[src/rtl/sram_ctrl_pkg.sv]
package sram_ctrl_pkg;

   typedef enum logic [2:0] {
      ST_IDLE   = 3'd0,
      ST_RD_ACC = 3'd1,
      ST_RD_TRN = 3'd2,
      ST_WR_PLS = 3'd3,
      ST_WR_REC = 3'd4
   } sram_state_e;

   function automatic int unsigned cycles_for(input int unsigned t_ps, input int unsigned per_ps);
      int unsigned c;
      c = (t_ps + per_ps - 1) / per_ps;
      return (c < 1) ? 1 : c;
   endfunction

   function automatic int unsigned max2(input int unsigned a, input int unsigned b);
      return (a > b) ? a : b;
   endfunction

endpackage

[src/rtl/sram_phase_timer.sv]
module sram_phase_timer #(
   parameter int CNT_W = 4
) (
   input  logic             clk,
   input  logic             rst_n,
   input  logic             load,
   input  logic [CNT_W-1:0] load_val,
   output logic             done
);
   logic [CNT_W-1:0] cnt_q;

   always_ff @(posedge clk or negedge rst_n) begin
      if (!rst_n)              cnt_q <= '0;
      else if (load)           cnt_q <= load_val;
      else if (cnt_q != '0)    cnt_q <= cnt_q - 1'b1;
   end

   assign done = (cnt_q == '0);
endmodule

[src/rtl/sram_ctrl_fsm.sv]
module sram_ctrl_fsm
   import sram_ctrl_pkg::*;
#(
   parameter int CNT_W   = 4,
   parameter int ACC_CYC = 2,
   parameter int WP_CYC  = 2,
   parameter int TRN_CYC = 1
) (
   input  logic clk,
   input  logic rst_n,
   input  logic req_valid,
   input  logic req_write,
   output logic accept,
   output logic sample,
   output logic ready,
   output logic ce_n,
   output logic oe_n,
   output logic we_n,
   output logic dq_oe
);
   localparam logic [CNT_W-1:0] ACC_LD = CNT_W'(ACC_CYC - 1);
   localparam logic [CNT_W-1:0] WP_LD  = CNT_W'(WP_CYC - 1);
   localparam logic [CNT_W-1:0] TRN_LD = CNT_W'(TRN_CYC - 1);

   sram_state_e      st_q, st_d;
   logic             t_load, t_done;
   logic [CNT_W-1:0] t_val;

   sram_phase_timer #(.CNT_W(CNT_W)) u_timer (
      .clk(clk), .rst_n(rst_n), .load(t_load), .load_val(t_val), .done(t_done)
   );

   always_comb begin
      st_d   = st_q;
      t_load = 1'b0;
      t_val  = '0;
      accept = 1'b0;
      sample = 1'b0;
      unique case (st_q)
         ST_IDLE: if (req_valid) begin
            accept = 1'b1;
            t_load = 1'b1;
            t_val  = req_write ? WP_LD : ACC_LD;
            st_d   = req_write ? ST_WR_PLS : ST_RD_ACC;
         end
         ST_RD_ACC: if (t_done) begin
            sample = 1'b1;
            t_load = 1'b1;
            t_val  = TRN_LD;
            st_d   = ST_RD_TRN;
         end
         ST_RD_TRN: if (t_done) st_d = ST_IDLE;
         ST_WR_PLS: if (t_done) st_d = ST_WR_REC;
         ST_WR_REC: st_d = ST_IDLE;
         default:   st_d = ST_IDLE;
      endcase
   end

   always_ff @(posedge clk or negedge rst_n) begin
      if (!rst_n) st_q <= ST_IDLE;
      else        st_q <= st_d;
   end

   assign ready = (st_q == ST_IDLE);
   assign ce_n  = !((st_q == ST_RD_ACC) || (st_q == ST_WR_PLS));
   assign oe_n  = (st_q != ST_RD_ACC);
   assign we_n  = (st_q != ST_WR_PLS);
   assign dq_oe = (st_q == ST_WR_PLS) || (st_q == ST_WR_REC);
endmodule

[src/rtl/sram_ctrl_datapath.sv]
module sram_ctrl_datapath #(
   parameter int ADDR_W = 17,
   parameter int DATA_W = 8
) (
   input  logic              clk,
   input  logic              rst_n,
   input  logic              accept,
   input  logic              sample,
   input  logic [ADDR_W-1:0] req_addr,
   input  logic [DATA_W-1:0] req_wdata,
   input  logic [DATA_W-1:0] dq_in,
   output logic [ADDR_W-1:0] addr,
   output logic [DATA_W-1:0] dq_out,
   output logic              rsp_valid,
   output logic [DATA_W-1:0] rsp_rdata
);
   always_ff @(posedge clk or negedge rst_n) begin
      if (!rst_n) begin
         addr   <= '0;
         dq_out <= '0;
      end else if (accept) begin
         addr   <= req_addr;
         dq_out <= req_wdata;
      end
   end

   always_ff @(posedge clk or negedge rst_n) begin
      if (!rst_n) begin
         rsp_valid <= 1'b0;
         rsp_rdata <= '0;
      end else begin
         rsp_valid <= sample;
         if (sample) rsp_rdata <= dq_in;
      end
   end
endmodule

[src/rtl/sram_async_ctrl.sv]
module sram_async_ctrl
   import sram_ctrl_pkg::*;
#(
   parameter int ADDR_W        = 17,
   parameter int DATA_W        = 8,
   parameter int CLK_PERIOD_PS = 5000,
   parameter int T_ACCESS_PS   = 10000,
   parameter int T_WPULSE_PS   = 8000,
   parameter int T_DSETUP_PS   = 6000,
   parameter int T_TURN_PS     = 5000
) (
   input  logic              clk,
   input  logic              rst_n,
   input  logic              req_valid,
   output logic              req_ready,
   input  logic              req_write,
   input  logic [ADDR_W-1:0] req_addr,
   input  logic [DATA_W-1:0] req_wdata,
   output logic              rsp_valid,
   output logic [DATA_W-1:0] rsp_rdata,
   output logic              mem_ce_n,
   output logic              mem_oe_n,
   output logic              mem_we_n,
   output logic [ADDR_W-1:0] mem_addr,
   output logic [DATA_W-1:0] mem_dq_out,
   input  logic [DATA_W-1:0] mem_dq_in,
   output logic              mem_dq_oe
);
   localparam int ACC_CYC = cycles_for(T_ACCESS_PS, CLK_PERIOD_PS);
   localparam int WP_CYC  = max2(cycles_for(T_WPULSE_PS, CLK_PERIOD_PS),
                                 cycles_for(T_DSETUP_PS, CLK_PERIOD_PS));
   localparam int TRN_CYC = cycles_for(T_TURN_PS, CLK_PERIOD_PS);
   localparam int MAX_CYC = max2(max2(ACC_CYC, WP_CYC), TRN_CYC);
   localparam int CNT_W   = $clog2(MAX_CYC + 1);

   generate
      if (ADDR_W < 1 || DATA_W < 1) begin : g_bad_width
         $error("sram_async_ctrl: widths must be positive");
      end
      if (CLK_PERIOD_PS < 1) begin : g_bad_period
         $error("sram_async_ctrl: clock period must be positive");
      end
   endgenerate

   logic accept, sample;

   sram_ctrl_fsm #(
      .CNT_W(CNT_W), .ACC_CYC(ACC_CYC), .WP_CYC(WP_CYC), .TRN_CYC(TRN_CYC)
   ) u_fsm (
      .clk(clk), .rst_n(rst_n), .req_valid(req_valid), .req_write(req_write),
      .accept(accept), .sample(sample), .ready(req_ready),
      .ce_n(mem_ce_n), .oe_n(mem_oe_n), .we_n(mem_we_n), .dq_oe(mem_dq_oe)
   );

   sram_ctrl_datapath #(.ADDR_W(ADDR_W), .DATA_W(DATA_W)) u_dp (
      .clk(clk), .rst_n(rst_n), .accept(accept), .sample(sample),
      .req_addr(req_addr), .req_wdata(req_wdata), .dq_in(mem_dq_in),
      .addr(mem_addr), .dq_out(mem_dq_out),
      .rsp_valid(rsp_valid), .rsp_rdata(rsp_rdata)
   );
endmodule

[config.mk]
export PLATFORM = sky130hd
export DESIGN_NAME = sram_async_ctrl
export DESIGN_NICKNAME = d
export VERILOG_FILES = /design/src/rtl/sram_ctrl_pkg.sv /design/src/rtl/sram_phase_timer.sv /design/src/rtl/sram_ctrl_fsm.sv /design/src/rtl/sram_ctrl_datapath.sv /design/src/rtl/sram_async_ctrl.sv
export SDC_FILE = /design/constraint.sdc
export NUM_CORES = 1
export LEC_CHECK = 0
export BUFFER_PORTS_ARGS = -buffer_cell sky130_fd_sc_hd__buf_2
export CAP_MARGIN = 5
export CELL_PAD_IN_SITES_DETAIL_PLACEMENT = 0
export CELL_PAD_IN_SITES_GLOBAL_PLACEMENT = 1
export CORE_MARGIN = 5
export CORE_UTILIZATION = 34
export CTS_BUF_LIST = sky130_fd_sc_hd__clkbuf_2 sky130_fd_sc_hd__clkbuf_4 sky130_fd_sc_hd__clkbuf_8
export DETAILED_ROUTE_END_ITERATION = 16
export PLACE_DENSITY = 0.75
export SLEW_MARGIN = 30
export SYNTH_ARGS = -nofsm -noshare
export SYNTH_HDL_FRONTEND = slang
export SYNTH_SLANG_ARGS = --single-unit
[constraint.sdc]
create_clock -name clk -period 1.6 [get_ports clk]
set_input_delay 0.32 -clock clk [delete_from_list [all_inputs] [get_ports clk]]
set_output_delay 0.32 -clock clk [all_outputs]
set_load 0.01 [all_outputs]
# Word-level counts from Yosys, hierarchy flattened
# Cells that the tools add are included.
# W data, S select, Z words.
[classes]
n_addsub = 1
n_reduce_logical = 8
muxes = 15
n_eq_ne = 10
[ops]
columns = ["cell", "n"]
rows = [
  ["$mux W3", 4],
  ["$pmux W3 S4", 1],
  ["$mux W2", 4],
  ["$eq A3 B2 Y1 const B", 2],
  ["$ne A2 B1 Y1 const B", 3],
  ["$mux W1", 5],
  ["$reduce_and A4 Y1", 1],
  ["$reduce_bool A2 Y1", 2],
  ["$eq A3 B1 Y1 const B", 1],
  ["$eq A3 B3 Y1 const B", 1],
  ["$logic_not A3 Y1", 1],
  ["$ne A3 B1 Y1 const B", 1],
  ["$ne A3 B2 Y1 const B", 1],
  ["$logic_not A2 Y1", 1],
  ["$logic_or A1 B1 Y1", 2],
  ["$ne A2 B2 Y1 const B", 1],
  ["$pmux W1 S2", 1],
  ["$sub A2 B1 Y2 const B", 1],
  ["$logic_not A1 Y1", 1],
]
[word_totals]
register_bits = 39
word_cells = 40
out_inout_bits = 39
inputBits = 37

# Depth between registers and ports, before layout
[logic_depth]
word_depth = 4
ltp_mapped = 6
ltp_nobuf = 5

# By module
# Synthesis repeated with hierarchy kept, for this count alone.
[hier_totals]
hier_cells = 109
hier_area_um2 = 1687.9
[modules_own_cells]
columns = ["module", "seq_area_each_um2", "area_per_inst_um2", "n_inst", "cells_per_inst"]
rows = [
  ["sram_ctrl_datapath", 850.8, 1353.8, 1, 71],
  ["sram_ctrl_fsm", 75.1, 220.2, 1, 26],
  ["sram_phase_timer", 50.0, 113.9, 1, 12],
]

# Worst setup path after synthesis
# No wires, ideal clock.
[synth_timing]
kind = "reg2reg"
startpoint = "register u_fsm.st_q[1]"
endpoint = "register u_dp.addr[10]"
period_less_slack_ns = 1.621
required_time_ns = 1.475
setup_ns = 0.125
arrival_time_ns = 1.496
path_slack_ns = -0.021
stages_incl_launch_ff = 6
path_buffers = 2
path_cell_list = "dfrtp_1 > nor3_2 > and2_4 > buf_6 > buf_12 > mux2_4"
[synth_via]
elab_chain_cells = 2
[synth_rtl]
columns = ["item", "line_no", "rtl"]
rows = [
  ["from (decl)", "sram_ctrl_fsm.sv:25", "sram_state_e st_q, st_d;"],
  ["from (signal assigned)", "sram_ctrl_fsm.sv:61", "else st_q <= st_d;"],
  ["$logic_not A3 Y1", "-", ""],
  ["net req_ready", "sram_async_ctrl.sv:15", "output logic req_ready,"],
  ["$mux W1", "sram_ctrl_fsm.sv:39", "unique case (st_q)"],
  ["to (signal assigned)", "sram_ctrl_datapath.sv:22", "addr <= req_addr;"],
  ["to (decl)", "sram_ctrl_datapath.sv:12", "output logic [ADDR_W-1:0] addr,"],
]
# The timed path passes the listed nets, and every way through them passes these cells.
# A chain may end at the register's enable or synchronous reset.

# Worst setup path in the final report
[layout_timing]
startpoint = "register u_fsm.st_q[2]"
endpoint = "register u_dp.rsp_rdata[4]"
[layout_via]
elab_chain_cells = 2
[layout_rtl]
columns = ["item", "line_no", "rtl"]
rows = [
  ["$eq A3 B1 Y1", "sram_ctrl_fsm.sv:39", ""],
  ["$mux W1", "sram_ctrl_fsm.sv:39", ""],
  ["to (signal assigned)", "sram_ctrl_datapath.sv:33", "if (sample) rsp_rdata <= dq_in;"],
  ["to (decl)", "sram_ctrl_datapath.sv:15", "output logic [DATA_W-1:0] rsp_rdata"],
]
# No other way between the ends.

==> impl_metrics.toml <==
[outcome]
status = "finished with violations"
violations = "hold timing"

[synth]
synth_cell_types = 23
synth_flop_cell = "dfrtp_1"
ys_seq_area_frac = 0.5986
yosys_warnings = 0
yosys-top-cells-area = "dfrtp_1, mux2_4, mux2_2"
synthArstFlopShare = 1.000
synth.most_common_cell = "dfrtp_1"
yosysTopAreaCellShare = 0.5986
netlist_area_um2 = 1630
ys_seq_elements = 39
yosys-top-cells-count = "dfrtp_1, mux2_4, mux2_2"
synth_top_cell_by_area = "dfrtp_1"
syn_area_per_cell_um2 = 16.14
syn_inst = 101
synth-edff-count = 0
syn_nets = 139

[die]
die_h_um = 79.25
core_um2 = 4692
fp.dieArea_um2 = 6280
initial_utilization = 0.3475
ios = 76
die_w_um = 79.25
num_rows = 25

[power]
p_leak_nw = 1.229
combPwrFrac = 0.513
p_sw_mw = 1.625
ir_drop_mv = 0.8003
power_mw = 4.936
pwr-share-clk = 0.132
p_per_area_nw_per_um2 = 2087
swShare = 0.3293
intPower_mw = 3.311
seqPwrFrac = 0.354

[placed_design]
post-place-ws_ns = -0.02044
hpwl_um = 2784
dp.cells = 235
portBuffers = 75
gp_congestion = 0.8360

[detailed_routing]
drt_iter0_drc = 14
dr.pass1.iters = 4
finalWirelength_um = 3874
drt_drc_violations_left = 0
vias = 1138
wl_per_cell_um = 15.50
viasPerCell = 4.552
ant_nets = 0

[global_route]
grt_overflow_total = 0
grt_pass1_wl_um = 5754
grt_pass1_vias = 1200
grt_max_degree = 25
grt_usage = 0.1187
antenna_found_initial = 0

[sta]
final.min_clock_period_ns = 1.578
fin_skew_ns = 0.004993
maxSlewHeadroom = 0.6568
slew_violations = 0
finalSetupViolCount = 0
postLayoutSetupSlackWorst_ns = 0.02208
setup_tns_ns = 0
worst_pin_slew_ns = 0.5148
holdWs_ns = -0.002949
rsz0062_at_grt = "true"
max_freq_mhz = 633.7
hold_viol_final = 4
fin_crit_sh = 0.9862

[worst_setup_path]
worstPathMaxFanout = 5
critical_path.endpoint_type = "register"
worstPathArrival_ns = 1.74
critPathKind = "reg2reg"
cp.required_ns = 1.76
reg2reg_from = "u_fsm.st_q[2]"
cp-startpoint = "u_fsm.st_q[2]"
critPathTopFamily = "simple AND/OR/NAND/NOR gates"
critPathBufInv = 2
cp-start-kind = "register"
cp_slowest_cell = "dfrtp_1"
slowest_delay_ns = 0.40
path_cells = "and2b_2 -> inv_2 -> nor3b_4 -> buf_6 -> mux2_4"

[cts]
cts_max_path_buffers = 2
cts-root-buf = "clkbuf_8"
clkSinkCount = 39
cts_hold_buf = 0
cts_tree = "built"
numCtsBuffers = 5
clk-insertion-delay-late_ns = 0.28
clk_pin_slew_ns = 0.07
htreeDepth = 2

[final_layout]
nNetsFinal = 233
regArea_um2 = 977.2
drive_gt1_frac = 0.7245
areaGrowthSynthToFinish_pct = 45.05
diodes = 0
final_cells = 250
fillers = 404
multiInputGateArea_um2 = 654.4

[worst_hold_path]
hold_class = "in2async"

[flow_run]
max_cap_viol_count = 0
[worst register-to-register path, delay by kind of cell (launching register included)]
family	cells	cell delay [ns]
AND/OR/NAND/NOR	2	0.51
flip-flops	1	0.40
multiplexers	1	0.31
buffers and inverters	2	0.23
[layout make-up]
class,count,share of cell area
Multi-Input combinational cell,54,0.2767
Clock buffer,7,0.03545
Inverter,3,0.004762
Sequential cell,39,0.4132
Clock inverter,1,0.002116
Tap cell,54,0.02857
Timing Repair Buffer,92,0.2392
[power by group through the flow]
stage          Combinational (mW)  Sequential, mW  Clock [mW]
5_1_grt                      2.73            1.82       0.724
6_report                     2.53            1.75       0.654
2_1_floorplan                1.14            1.98           0
3_3_place_gp                 2.10            1.74           0
4_1_cts                      2.22            1.74       0.682
3_5_place_dp                 2.18            1.76           0
[final timing paths]
path,depth (start not counted),to,slack (ns)
setup / recovery,5,u_dp.rsp_rdata[4],0.02
hold / removal,1,u_dp.addr[9],-0.003
min in group clk,2,u_dp.dq_out[6],0.26
setup reg to reg,5,u_dp.rsp_rdata[4],0.02
max in group asynchronous,2,u_dp.dq_out[7],0.98
hold reg to reg,1,u_dp.addr[16],0.51
[metal layers]
| metal | global-route usage | part of all wire | vias to the layer above |
|---|---|---|---|
| met5 | 0 | 0 | - |
| met4 | 0.04639 | 0.016 | 0 |
| met3 | 0.04649 | 0.099 | 6 |
| met2 | 0.1785 | 0.44 | 60 |
| met1 | 0.1535 | 0.45 | 539 |
| li1 | - | - | 533 |
[cell usage in the layout, fill, tap and decap left out]
master     Yosys  routed
buf_2          0      74
and2b_2        1       1
nand2_1        4       2
a221oi_1       1       1
ha_2           0       1
buf_6          1       6
nand2b_1       1       1
nor2_1         2       2
and3_1         1       1
clkinv_2       0       1
buf_8          0       1
clkbuf_8       0       5
xor2_1         1       1
inv_1          3       2
nand3b_1       1       1
nand2_2        0       1
buf_12         2       1
nand2_4        0       1
buf_4          1       9
dfrtp_2        0       1
a21oi_1        2       2
nor3_1         1       1
mux2_2        14       1
o21ai_0        2       2
inv_2          0       1
and2_4         1       1
dfrtp_1       39      38
mux2_4        19      32
nor3b_4        0       1
nor3_4         0       1
clkbuf_4       0       2
clkbuf_16      0       1
[cells by family after synthesis]
| kind of cell | count (synthesis) | share of synthesized area |
|---|---|---|
| AOI/OAI and AO/OA | 5 | 0.01765 |
| xor gates and xnor gates | 1 | 0.005373 |
| adders and majority gates | 1 | 0.007673 |
| buffers and inverters | 8 | 0.04528 |
| DFF | 39 | 0.5986 |
| muxes | 33 | 0.2717 |
| and+or+nand+nor | 14 | 0.05373 |
[flip-flops by register name, summed over array words and instances, names as in the netlist]
register	cells
u_dp.rsp_valid	1
u_dp.dq_out	8
u_fsm.st_q	3
u_dp.rsp_rdata	8
u_fsm.u_timer.cnt_q	2
u_dp.addr	17
[stage by stage]
stage	utilization	area, µm²
after floorplan	-	1638
after global placement	0.4485	2105
after detailed placement	0.4485	2105
after CTS	0.4701	2206
after global routing	0.5040	2365
final	0.5040	2365
[repair_timing]
| item | CTS | global route |
|---|---|---|
| gates cloned | 0 | 2 |
| pin swaps | 0 | 5 |
| resized for setup | 2 | 27 |
| setup buffers | 1 | 4 |
| setup endpoints to repair | 11 | 32 |
No activity file was read; power rests on OpenSTA's default activity.
